### config.mk
export PLATFORM = sky130hd
export DESIGN_NAME = irq_status_ctrl
export DESIGN_NICKNAME = d
export VERILOG_FILES = /design/src/rtl/irq_status_pkg.sv /design/src/rtl/irq_flag_cell.sv /design/src/rtl/irq_mask_reg.sv /design/src/rtl/irq_combiner.sv /design/src/rtl/irq_status_ctrl.sv
export SDC_FILE = /design/constraint.sdc
export NUM_CORES = 1
export LEC_CHECK = 0
export CORE_MARGIN = 4
export CORE_UTILIZATION = 40
export CTS_CLUSTER_DIAMETER = 150
export DETAILED_ROUTE_END_ITERATION = 10
export DONT_BUFFER_PORTS = 1
export GPL_TIMING_DRIVEN = 0
export PLACE_DENSITY = 0.64
export SETUP_SLACK_MARGIN = 0.5
export SLEW_MARGIN = 20
export SYNTH_ARGS = -nofsm -noshare
export SYNTH_HDL_FRONTEND = slang
export SYNTH_HIERARCHICAL = 1
export SYNTH_SLANG_ARGS = --single-unit
### constraint.sdc
create_clock -name clk -period 2.1 [get_ports clk]
set_input_delay 0.42 -clock clk [delete_from_list [all_inputs] [get_ports clk]]
set_output_delay 0.42 -clock clk [all_outputs]
set_load 0.005 [all_outputs]
### src/rtl/irq_status_pkg.sv
package irq_status_pkg;

    localparam int unsigned STAT_W       = 8;
    localparam int unsigned POS_RX_INH   = 7;
    localparam int unsigned POS_XNAK     = 3;
    localparam int unsigned POS_RECON    = 2;
    localparam int unsigned POS_NEXT_ID  = 1;
    localparam int unsigned POS_TX_AVAIL = 0;

    // how a held flag may be dropped
    typedef enum logic [2:0] {
        CLR_BY_SOURCE  = 3'd0,
        CLR_BY_CMD     = 3'd1,
        CLR_BY_POR_CMD = 3'd2,
        CLR_BY_READ    = 3'd3,
        CLR_UNUSED     = 3'd4
    } clr_rule_e;

    typedef enum logic {
        FLAG_IDLE    = 1'b0,
        FLAG_PENDING = 1'b1
    } flag_state_e;

    typedef enum logic {
        IRQ_QUIET  = 1'b0,
        IRQ_RAISED = 1'b1
    } irq_state_e;

    function automatic clr_rule_e rule_of(input int unsigned idx);
        clr_rule_e r;
        case (idx)
            POS_RX_INH, POS_TX_AVAIL: r = CLR_BY_SOURCE;
            POS_RECON:                r = CLR_BY_CMD;
            POS_XNAK:                 r = CLR_BY_POR_CMD;
            POS_NEXT_ID:              r = CLR_BY_READ;
            default:                  r = CLR_UNUSED;
        endcase
        return r;
    endfunction

endpackage

### src/rtl/irq_flag_cell.sv
module irq_flag_cell
    import irq_status_pkg::*;
#(
    parameter clr_rule_e RULE = CLR_BY_SOURCE
) (
    input  logic clk,
    input  logic rst_n,
    input  logic set_i,
    input  logic src_clr_i,
    input  logic cmd_clr_i,
    input  logic por_clr_i,
    input  logic rd_clr_i,
    output logic pending_o
);

    localparam bit IMPLEMENTED = (RULE != CLR_UNUSED);

    flag_state_e state_q, state_d;
    logic        set_hit;
    logic        clr_hit;

    // pick the one clear source this flag obeys
    always_comb begin
        set_hit = set_i && IMPLEMENTED;
        case (RULE)
            CLR_BY_SOURCE:  clr_hit = src_clr_i;
            CLR_BY_CMD:     clr_hit = cmd_clr_i;
            CLR_BY_POR_CMD: clr_hit = por_clr_i;
            CLR_BY_READ:    clr_hit = rd_clr_i;
            default:        clr_hit = 1'b1;
        endcase
    end

    always_comb begin
        state_d = state_q;
        unique case (state_q)
            FLAG_IDLE: begin
                if (set_hit) state_d = FLAG_PENDING;
            end
            FLAG_PENDING: begin
                // a set in the same cycle beats the clear
                if (!set_hit && clr_hit) state_d = FLAG_IDLE;
            end
            default: state_d = FLAG_IDLE;
        endcase
    end

    always_ff @(posedge clk or negedge rst_n) begin
        if (!rst_n) state_q <= FLAG_IDLE;
        else        state_q <= state_d;
    end

    always_comb begin
        pending_o = (state_q == FLAG_PENDING);
    end

endmodule

### src/rtl/irq_mask_reg.sv
module irq_mask_reg #(
    parameter int unsigned W = 8
) (
    input  logic         clk,
    input  logic         rst_n,
    input  logic         wr_en,
    input  logic [W-1:0] wr_data,
    output logic [W-1:0] mask_o
);

    logic [W-1:0] mask_q;

    always_ff @(posedge clk or negedge rst_n) begin
        if (!rst_n)     mask_q <= '0;
        else if (wr_en) mask_q <= wr_data;
    end

    assign mask_o = mask_q;

endmodule

### src/rtl/irq_combiner.sv
module irq_combiner
    import irq_status_pkg::*;
#(
    parameter int unsigned W = 8
) (
    input  logic         clk,
    input  logic         rst_n,
    input  logic [W-1:0] status_i,
    input  logic [W-1:0] mask_i,
    output logic         irq_o
);

    irq_state_e state_q, state_d;
    logic       any_enabled;

    always_comb begin
        any_enabled = |(status_i & mask_i);
        state_d     = state_q;
        unique case (state_q)
            IRQ_QUIET:  if (any_enabled)  state_d = IRQ_RAISED;
            IRQ_RAISED: if (!any_enabled) state_d = IRQ_QUIET;
            default:    state_d = IRQ_QUIET;
        endcase
    end

    always_ff @(posedge clk or negedge rst_n) begin
        if (!rst_n) state_q <= IRQ_QUIET;
        else        state_q <= state_d;
    end

    always_comb begin
        irq_o = (state_q == IRQ_RAISED);
    end

endmodule

### src/rtl/irq_status_ctrl.sv
module irq_status_ctrl
    import irq_status_pkg::*;
(
    input  logic       clk,
    input  logic       rst_n,
    input  logic       ev_rx_inhibit,
    input  logic       ev_next_id,
    input  logic       ev_excess_nak,
    input  logic       ev_recon,
    input  logic       ev_tx_avail,
    input  logic       src_clr_rx_inhibit,
    input  logic       src_clr_tx_avail,
    input  logic       mask_wr_en,
    input  logic [7:0] mask_wr_data,
    input  logic       cmd_clear_flags,
    input  logic       cmd_por_clear,
    input  logic       next_id_rd,
    output logic [7:0] status_o,
    output logic [7:0] mask_o,
    output logic       irq_o
);

    logic [STAT_W-1:0] set_vec;
    logic [STAT_W-1:0] src_clr_vec;
    logic [STAT_W-1:0] status_w;
    logic [STAT_W-1:0] mask_w;

    always_comb begin
        set_vec                   = '0;
        set_vec[POS_RX_INH]       = ev_rx_inhibit;
        set_vec[POS_XNAK]         = ev_excess_nak;
        set_vec[POS_RECON]        = ev_recon;
        set_vec[POS_NEXT_ID]      = ev_next_id;
        set_vec[POS_TX_AVAIL]     = ev_tx_avail;
        src_clr_vec               = '0;
        src_clr_vec[POS_RX_INH]   = src_clr_rx_inhibit;
        src_clr_vec[POS_TX_AVAIL] = src_clr_tx_avail;
    end

    for (genvar i = 0; i < STAT_W; i++) begin : g_flag
        irq_flag_cell #(
            .RULE (rule_of(i))
        ) cell_i (
            .clk       (clk),
            .rst_n     (rst_n),
            .set_i     (set_vec[i]),
            .src_clr_i (src_clr_vec[i]),
            .cmd_clr_i (cmd_clear_flags),
            .por_clr_i (cmd_por_clear),
            .rd_clr_i  (next_id_rd),
            .pending_o (status_w[i])
        );
    end

    irq_mask_reg #(
        .W (STAT_W)
    ) mask_i (
        .clk     (clk),
        .rst_n   (rst_n),
        .wr_en   (mask_wr_en),
        .wr_data (mask_wr_data),
        .mask_o  (mask_w)
    );

    irq_combiner #(
        .W (STAT_W)
    ) comb_i (
        .clk      (clk),
        .rst_n    (rst_n),
        .status_i (status_w),
        .mask_i   (mask_w),
        .irq_o    (irq_o)
    );

    assign status_o = status_w;
    assign mask_o   = mask_w;

endmodule

# Word level (Yosys, flattened, before mapping)
# Cells that the tools add are included.
[word_totals]
reg_bits = 14
in_bits = 21
[op_classes]
n_reduce_logical = 11
n_mux = 16
n_bitwise = 6
[op_table]
columns = ["operator", "count"]
rows = [
  ["$mux 1", 11],
  ["$pmux 1 s2", 5],
  ["$and 8x8->8", 1],
  ["$reduce_or 8->1", 1],
  ["$logic_and 1x1->1", 5],
  ["$logic_not 1->1", 5],
  ["$not 1->1", 5],
]

# Longest topological paths before layout
# Gate-level depths: netlist of the first run.
[logic_depth]
word_depth = 4
mapped_depth = 3
mapped_depth_nobuf = 2

# Cells and area by module
# The synthesis of the first run kept the hierarchy.
[by_module_without_submodules]
columns = ["mod", "cells_per_inst", "area_each_um2", "seq_area_each_um2", "instances"]
rows = [
  ["irq_mask_reg", 17, 331.6, 200.2, 1],
  ["irq_flag_cell at g_flag[0].cell_i ...", 3, 36.3, 25.0, 5],
  ["irq_combiner", 6, 61.3, 25.0, 1],
  ["irq_flag_cell at g_flag[4].cell_i ...", 2, 11.3, 0.0, 3],
  ["irq_status_ctrl", 1, 3.8, 0.0, 1],
]

# Worst setup path before layout of the first run
# No wires, ideal clock.
[synth_path]
path_kind = "in2reg"
start = "in mask_wr_en"
end = "reg mask_i.mask_q[0], in the netlist mask_i/mask_o[0]"
setup_ps = 125
t_arrival_ps = 837
cell_stages = 2
required_time_ps = 1975
slack_ps = 1138
n_path_buf = 1
cell_sequence = "buf_6 > mux2_4"
[synth_lines]
columns = ["element", "line", "source"]
rows = [
  ["from (decl)", "irq_status_ctrl.sv:13", "input logic mask_wr_en,"],
  ["to (signal assigned)", "irq_mask_reg.sv:15", "else if (wr_en) mask_q <= wr_data;"],
  ["to (decl)", "irq_mask_reg.sv:11", "logic [W-1:0] mask_q;"],
]
# No word-level cell between the ends.

# Worst setup path after layout of the first run
[layout_path]
start = "reg mask_i.mask_q[0], in the netlist mask_i/mask_o[0]"
end = "out mask_o[0]"
[layout_lines]
columns = ["element", "line", "source"]
rows = [
  ["to (decl)", "irq_status_ctrl.sv:19", "output logic [7:0] mask_o,"],
]
# No word-level cell between the ends.

==> run metrics, run 1 <==
fill count=131; Worst slew margin=60.4%; post-DP HPWL=999 um; row cnt=13; WS Path Type=reg2out; Chip Width=47.0 um; Avg Inst Size Synth=13.8 um^2; max_cap viols=0; Initial Util=44.5%; Cell Area, Synth=608 um^2; Area Overhead vs Synth=8.44%; grt ovf=0; num ports=38; layout cell share with drive strength beyond 1=31.3%; global-route wire length before repair=1810 um; Crit. Startpoint=mask_i/mask_o[0]$_DFFE_PN0P_; final hold vios=0; post-CTS setup buffer count=0; H-tree Lvls=1; setup TNS=0 ns; Hold WC Path Type=in2reg; Crit path arrival time=0.69 ns; worst-path fanout max=3; Clock Path Buffers=2; min Tclk post-route=1.11 ns; worst slew pin tran=0.592 ns; CP Launch Type=flop; DRT antenna net count=0; status=complete, no violations; die area=2210 um^2; Final #Nets=71; number of port buffers=0; largest net degree at the start of global routing=15; n_diodes=0; DRC violations left=0; gp weighted congestion=0.680; CTS Root Cell=clkbuf_4; critical path required time=1.68 ns; clk_lat worst skew=0.27 ns; hold_sp=ev_tx_avail; GRT Total Usage=12.7%; pwr/cell area=789 nW/um^2; Synth Instances=44; TritonCTS clock tree=built; Tcrit/Tclk final=52.8%; total clock buffers created by CTS=3; Vias/cell=5.40; R2R Path Start=g_flag[1].cell_i/pending_o$_DFF_PN0_; clock sink count=14; Seq. cell area=350 um^2; Cell Area, Placed=627 um^2; final setup vio count=0; syn_nets=65; RSZ-0062 raised after global routing=false; area occupied by multi-input gates=205 um^2; post-route cell area=659 um^2; Slew Viols, Final=0; Peak supply drop=359 uV; Worst-path clk slew=0.07 ns; Worst setup EP type=primary output; wirelength, routed=1220 um; initial antenna violation count=0; Routed WL per cell=19.3 um; initial drt markers=3; skew final=0.00119 ns; leakage power=0.000338 uW; core area=1370 um^2; Ys Warns=6; Die H=47.0 um; Initial DRT Pass Iterations=3; number of global-route vias before repair=425; post-CTS sizing=0; Max Clock Freq=901 MHz; via count=340
worst reg2reg max path, stage by stage, from the launching register on:
cell and delay (ns):
dfrtp_1 0.42, a22oi_1 0.20, nand4_1 0.12
flip-flops by register name, summed over array words and instances, names as in the netlist:
signal and flops:
mask_i/mask_o 8, comb_i/irq_o 1, g_flag.cell_i/pending_o 5
cell usage in the layout (no fill, tap or decap):
| cell type | count |
|---|---|
| conb_1 | 3 |
| mux2_4 | 8 |
| dfrtp_1 | 14 |
| inv_1 | 5 |
| clkbuf_4 | 3 |
| buf_4 | 3 |
| buf_6 | 1 |
| dlygate4sd3_1 | 1 |
| a21o_1 | 5 |
| a22oi_1 | 4 |
| nand4_1 | 1 |
cell type report:
type | count | area share, %
Sequential cell | 14 | 53.1
Multi-Input combinational cell | 21 | 31.1
Buffer | 4 | 5.12
Clock buffer | 3 | 3.42
Inverter | 5 | 2.85
Tap cell | 15 | 2.85
Timing Repair Buffer | 1 | 1.52
power by group:
part | internal (uW) | total, uW | switching (uW)
registers | 293 | 317 | 24.4
logic | 39.2 | 61.8 | 22.6
clock network | 66.4 | 141 | 74.7
total | 398 | 520 | 122
per-layer routing:
layer	track usage, %	wire, um	vias up
li1	-	-	149
met5	0	0	-
met1	10.4	408	162
met2	21.7	628	29
met4	6.08	0	0
met3	10.3	181	0
metrics by stage:
stage	power (uW)	setup WS, ns	hold slack (ns)	std cells	utilization (%)
after global placement	376	1.11	0.125	59	45.9
after CTS	528	0.975	0.228	63	48.3
after floorplan	366	1.14	0.124	44	-
after global routing	550	0.951	0.219	63	48.3
final	520	0.990	0.235	63	48.3
after detailed placement	380	1.10	0.125	59	45.9
final timing paths:
check,end,slack [ns],cells past startpoint
hold reg to reg,g_flag[3].cell_i/pending_o$_DFF_PN0_,0.55,1
setup reg to reg,comb_i/irq_o$_DFF_PN0_,1.24,2
max in group asynchronous,mask_i/mask_o[7]$_DFFE_PN0P_,1.13,1
min in group asynchronous,g_flag[0].cell_i/pending_o$_DFF_PN0_,0.59,1
setup / recovery,mask_o[0],0.99,0
hold / removal,g_flag[0].cell_i/pending_o$_DFF_PN0_,0.23,1
repair_timing:
| item | in CTS | in global routing |
|---|---|---|
| hold endpoints to repair | 14 | 0 |
| setup endpoints to repair | 0 | 0 |
| hold buffers | 1 | 0 |
(Power assumes the default switching activity.)
==> run 2: changes to the inputs <==
- clock period: 2.1 -> 1.14 ns (I/O delays scaled with it)
==> run metrics, run 2 (synthesis results as in run 1) <==
status=complete, no violations; num ports=38; skew final=0.00309 ns; Clock Path Buffers=2; initial drt markers=2; Slew Viols, Final=0; row cnt=13; GRT Total Usage=13.0%; TritonCTS clock tree=built; area occupied by multi-input gates=205 um^2; Routed WL per cell=19.4 um; Vias/cell=5.63; worst slack at placement=0.273 ns; Tcrit/Tclk final=80.7%; Hold WC Path Type=in2async; R2R Path Start=mask_i/mask_o[3]$_DFFE_PN0P_; leakage power=0.000356 uW; max reg flops=8; clock sink count=14; Peak supply drop=737 uV; gp weighted congestion=0.653; DRC violations left=0; RSZ-0062 raised after global routing=true; initial antenna violation count=0; Final #Nets=71; post-DP HPWL=1010 um; Reg2Reg Setup Slack=0.27 ns; final hold vios=0; number of port buffers=0; DRT antenna net count=0; Worst setup EP type=primary output; max_cap viols=0; worst-path fanout max=3; fill count=127; layout cell share with drive strength beyond 1=32.7%; Seq. cell area=350 um^2; min Tclk post-route=0.920 ns; largest net degree at the start of global routing=15; setup TNS=0 ns; number of global-route vias before repair=411; total clock buffers created by CTS=3; final setup vio count=0; critical path required time=0.91 ns; via count=360; FF-to-FF End=comb_i/irq_o$_DFF_PN0_; WS Path Type=reg2out; Worst slew margin=58.2%; most frequent cells in the layout=dfrtp_1 (14), mux2_4 (8), inv_1 (5), a21o_1 (5), a22oi_1 (4); Area Overhead vs Synth=11.7%; CP Launch Type=flop; min setup slack post-route=0.220 ns; pwr/cell area=1540 nW/um^2; Chip Width=47.0 um; Initial DRT Pass Iterations=4; Crit path arrival time=0.69 ns; Initial Util=44.5%; H-tree Lvls=1; n_diodes=0; wirelength, routed=1240 um; die area=2210 um^2; worst slew pin tran=0.627 ns; Worst-path clk slew=0.08 ns; global-route wire length before repair=1950 um; core area=1370 um^2; Register-to-Register Path Depth=2; post-CTS setup buffer count=0; clk_lat worst skew=0.27 ns; grt ovf=0; CTS Root Cell=clkbuf_4; Die H=47.0 um; Max Clock Freq=1090 MHz; most common cell after layout, fill and taps aside=dfrtp_1
run 2: cell types whose count changed in the layout (fill, tap and decap cells not counted), sizes merged:
| cell | previous run | this run |
|---|---|---|
| clkbuf | 3 | 4 |
| dlygate4sd3 | 1 | 0 |
| dlymetal6s4s | 0 | 1 |
run 2: metal layers:
layer  up-vias  track usage (%)  wire [um]
met2        22             24.1        677
met4         0             4.97         10
met3         2             4.98        146
met1       186             13.0        410
met5         -                0          0
li1        150                -          -
run 2: layout make-up:
type	instances	share of cell area, %
clock buffers	4	5.34
plain buffers	4	5.52
well taps	15	2.76
multi-input cells	21	30.2
flip-flops and latches	14	51.6
inverters	5	2.76
repair buffers	1	1.84
run 2: report_power, final:
part	leakage [uW]	switching, uW	total [uW]	internal, uW
combinational	0.000178	42.1	116	74.4
sequential	0.000156	46.1	585	539
clock	0.0000210	149	342	194
total	0.000356	237	1040	807
run 2: worst max path at each step:
stage	start	depth (start not counted)	endpoint
finish	g_flag[2].cell_i/pending_o$_DFF_PN0_	0	status_o[2]
global route	g_flag[7].cell_i/pending_o$_DFF_PN0_	0	status_o[7]
CTS	mask_i/mask_o[2]$_DFFE_PN0P_	0	mask_o[2]
detailed placement	mask_i/mask_o[3]$_DFFE_PN0P_	2	comb_i/irq_o$_DFF_PN0_
global placement	mask_i/mask_o[3]$_DFFE_PN0P_	2	comb_i/irq_o$_DFF_PN0_
floorplan	mask_i/mask_o[3]$_DFFE_PN0P_	2	comb_i/irq_o$_DFF_PN0_
run 2: what timing repair did:
item / in CTS / in global routing
pin swaps: 0 / 1
hold buffers: 1 / 0
gates resized for setup: 0 / 1
setup endpoints to repair: 28 / 42
endpoints found under the hold margin: 14 / 0
run 2: per-stage QoR:
| stage | hold WS [ns] | util, % | instances | total power (uW) | cell area, um^2 |
|---|---|---|---|---|---|
| floorplan | -0.0676 | - | 44 | 675 | 612 |
| global placement | -0.0672 | 46.2 | 59 | 693 | 631 |
| detailed placement | -0.0672 | 46.2 | 59 | 701 | 631 |
| CTS | 0.0406 | 49.5 | 64 | 1060 | 677 |
| global route | 0.0402 | 49.7 | 64 | 1100 | 679 |
| finish | 0.0351 | 49.7 | 64 | 1040 | 679 |
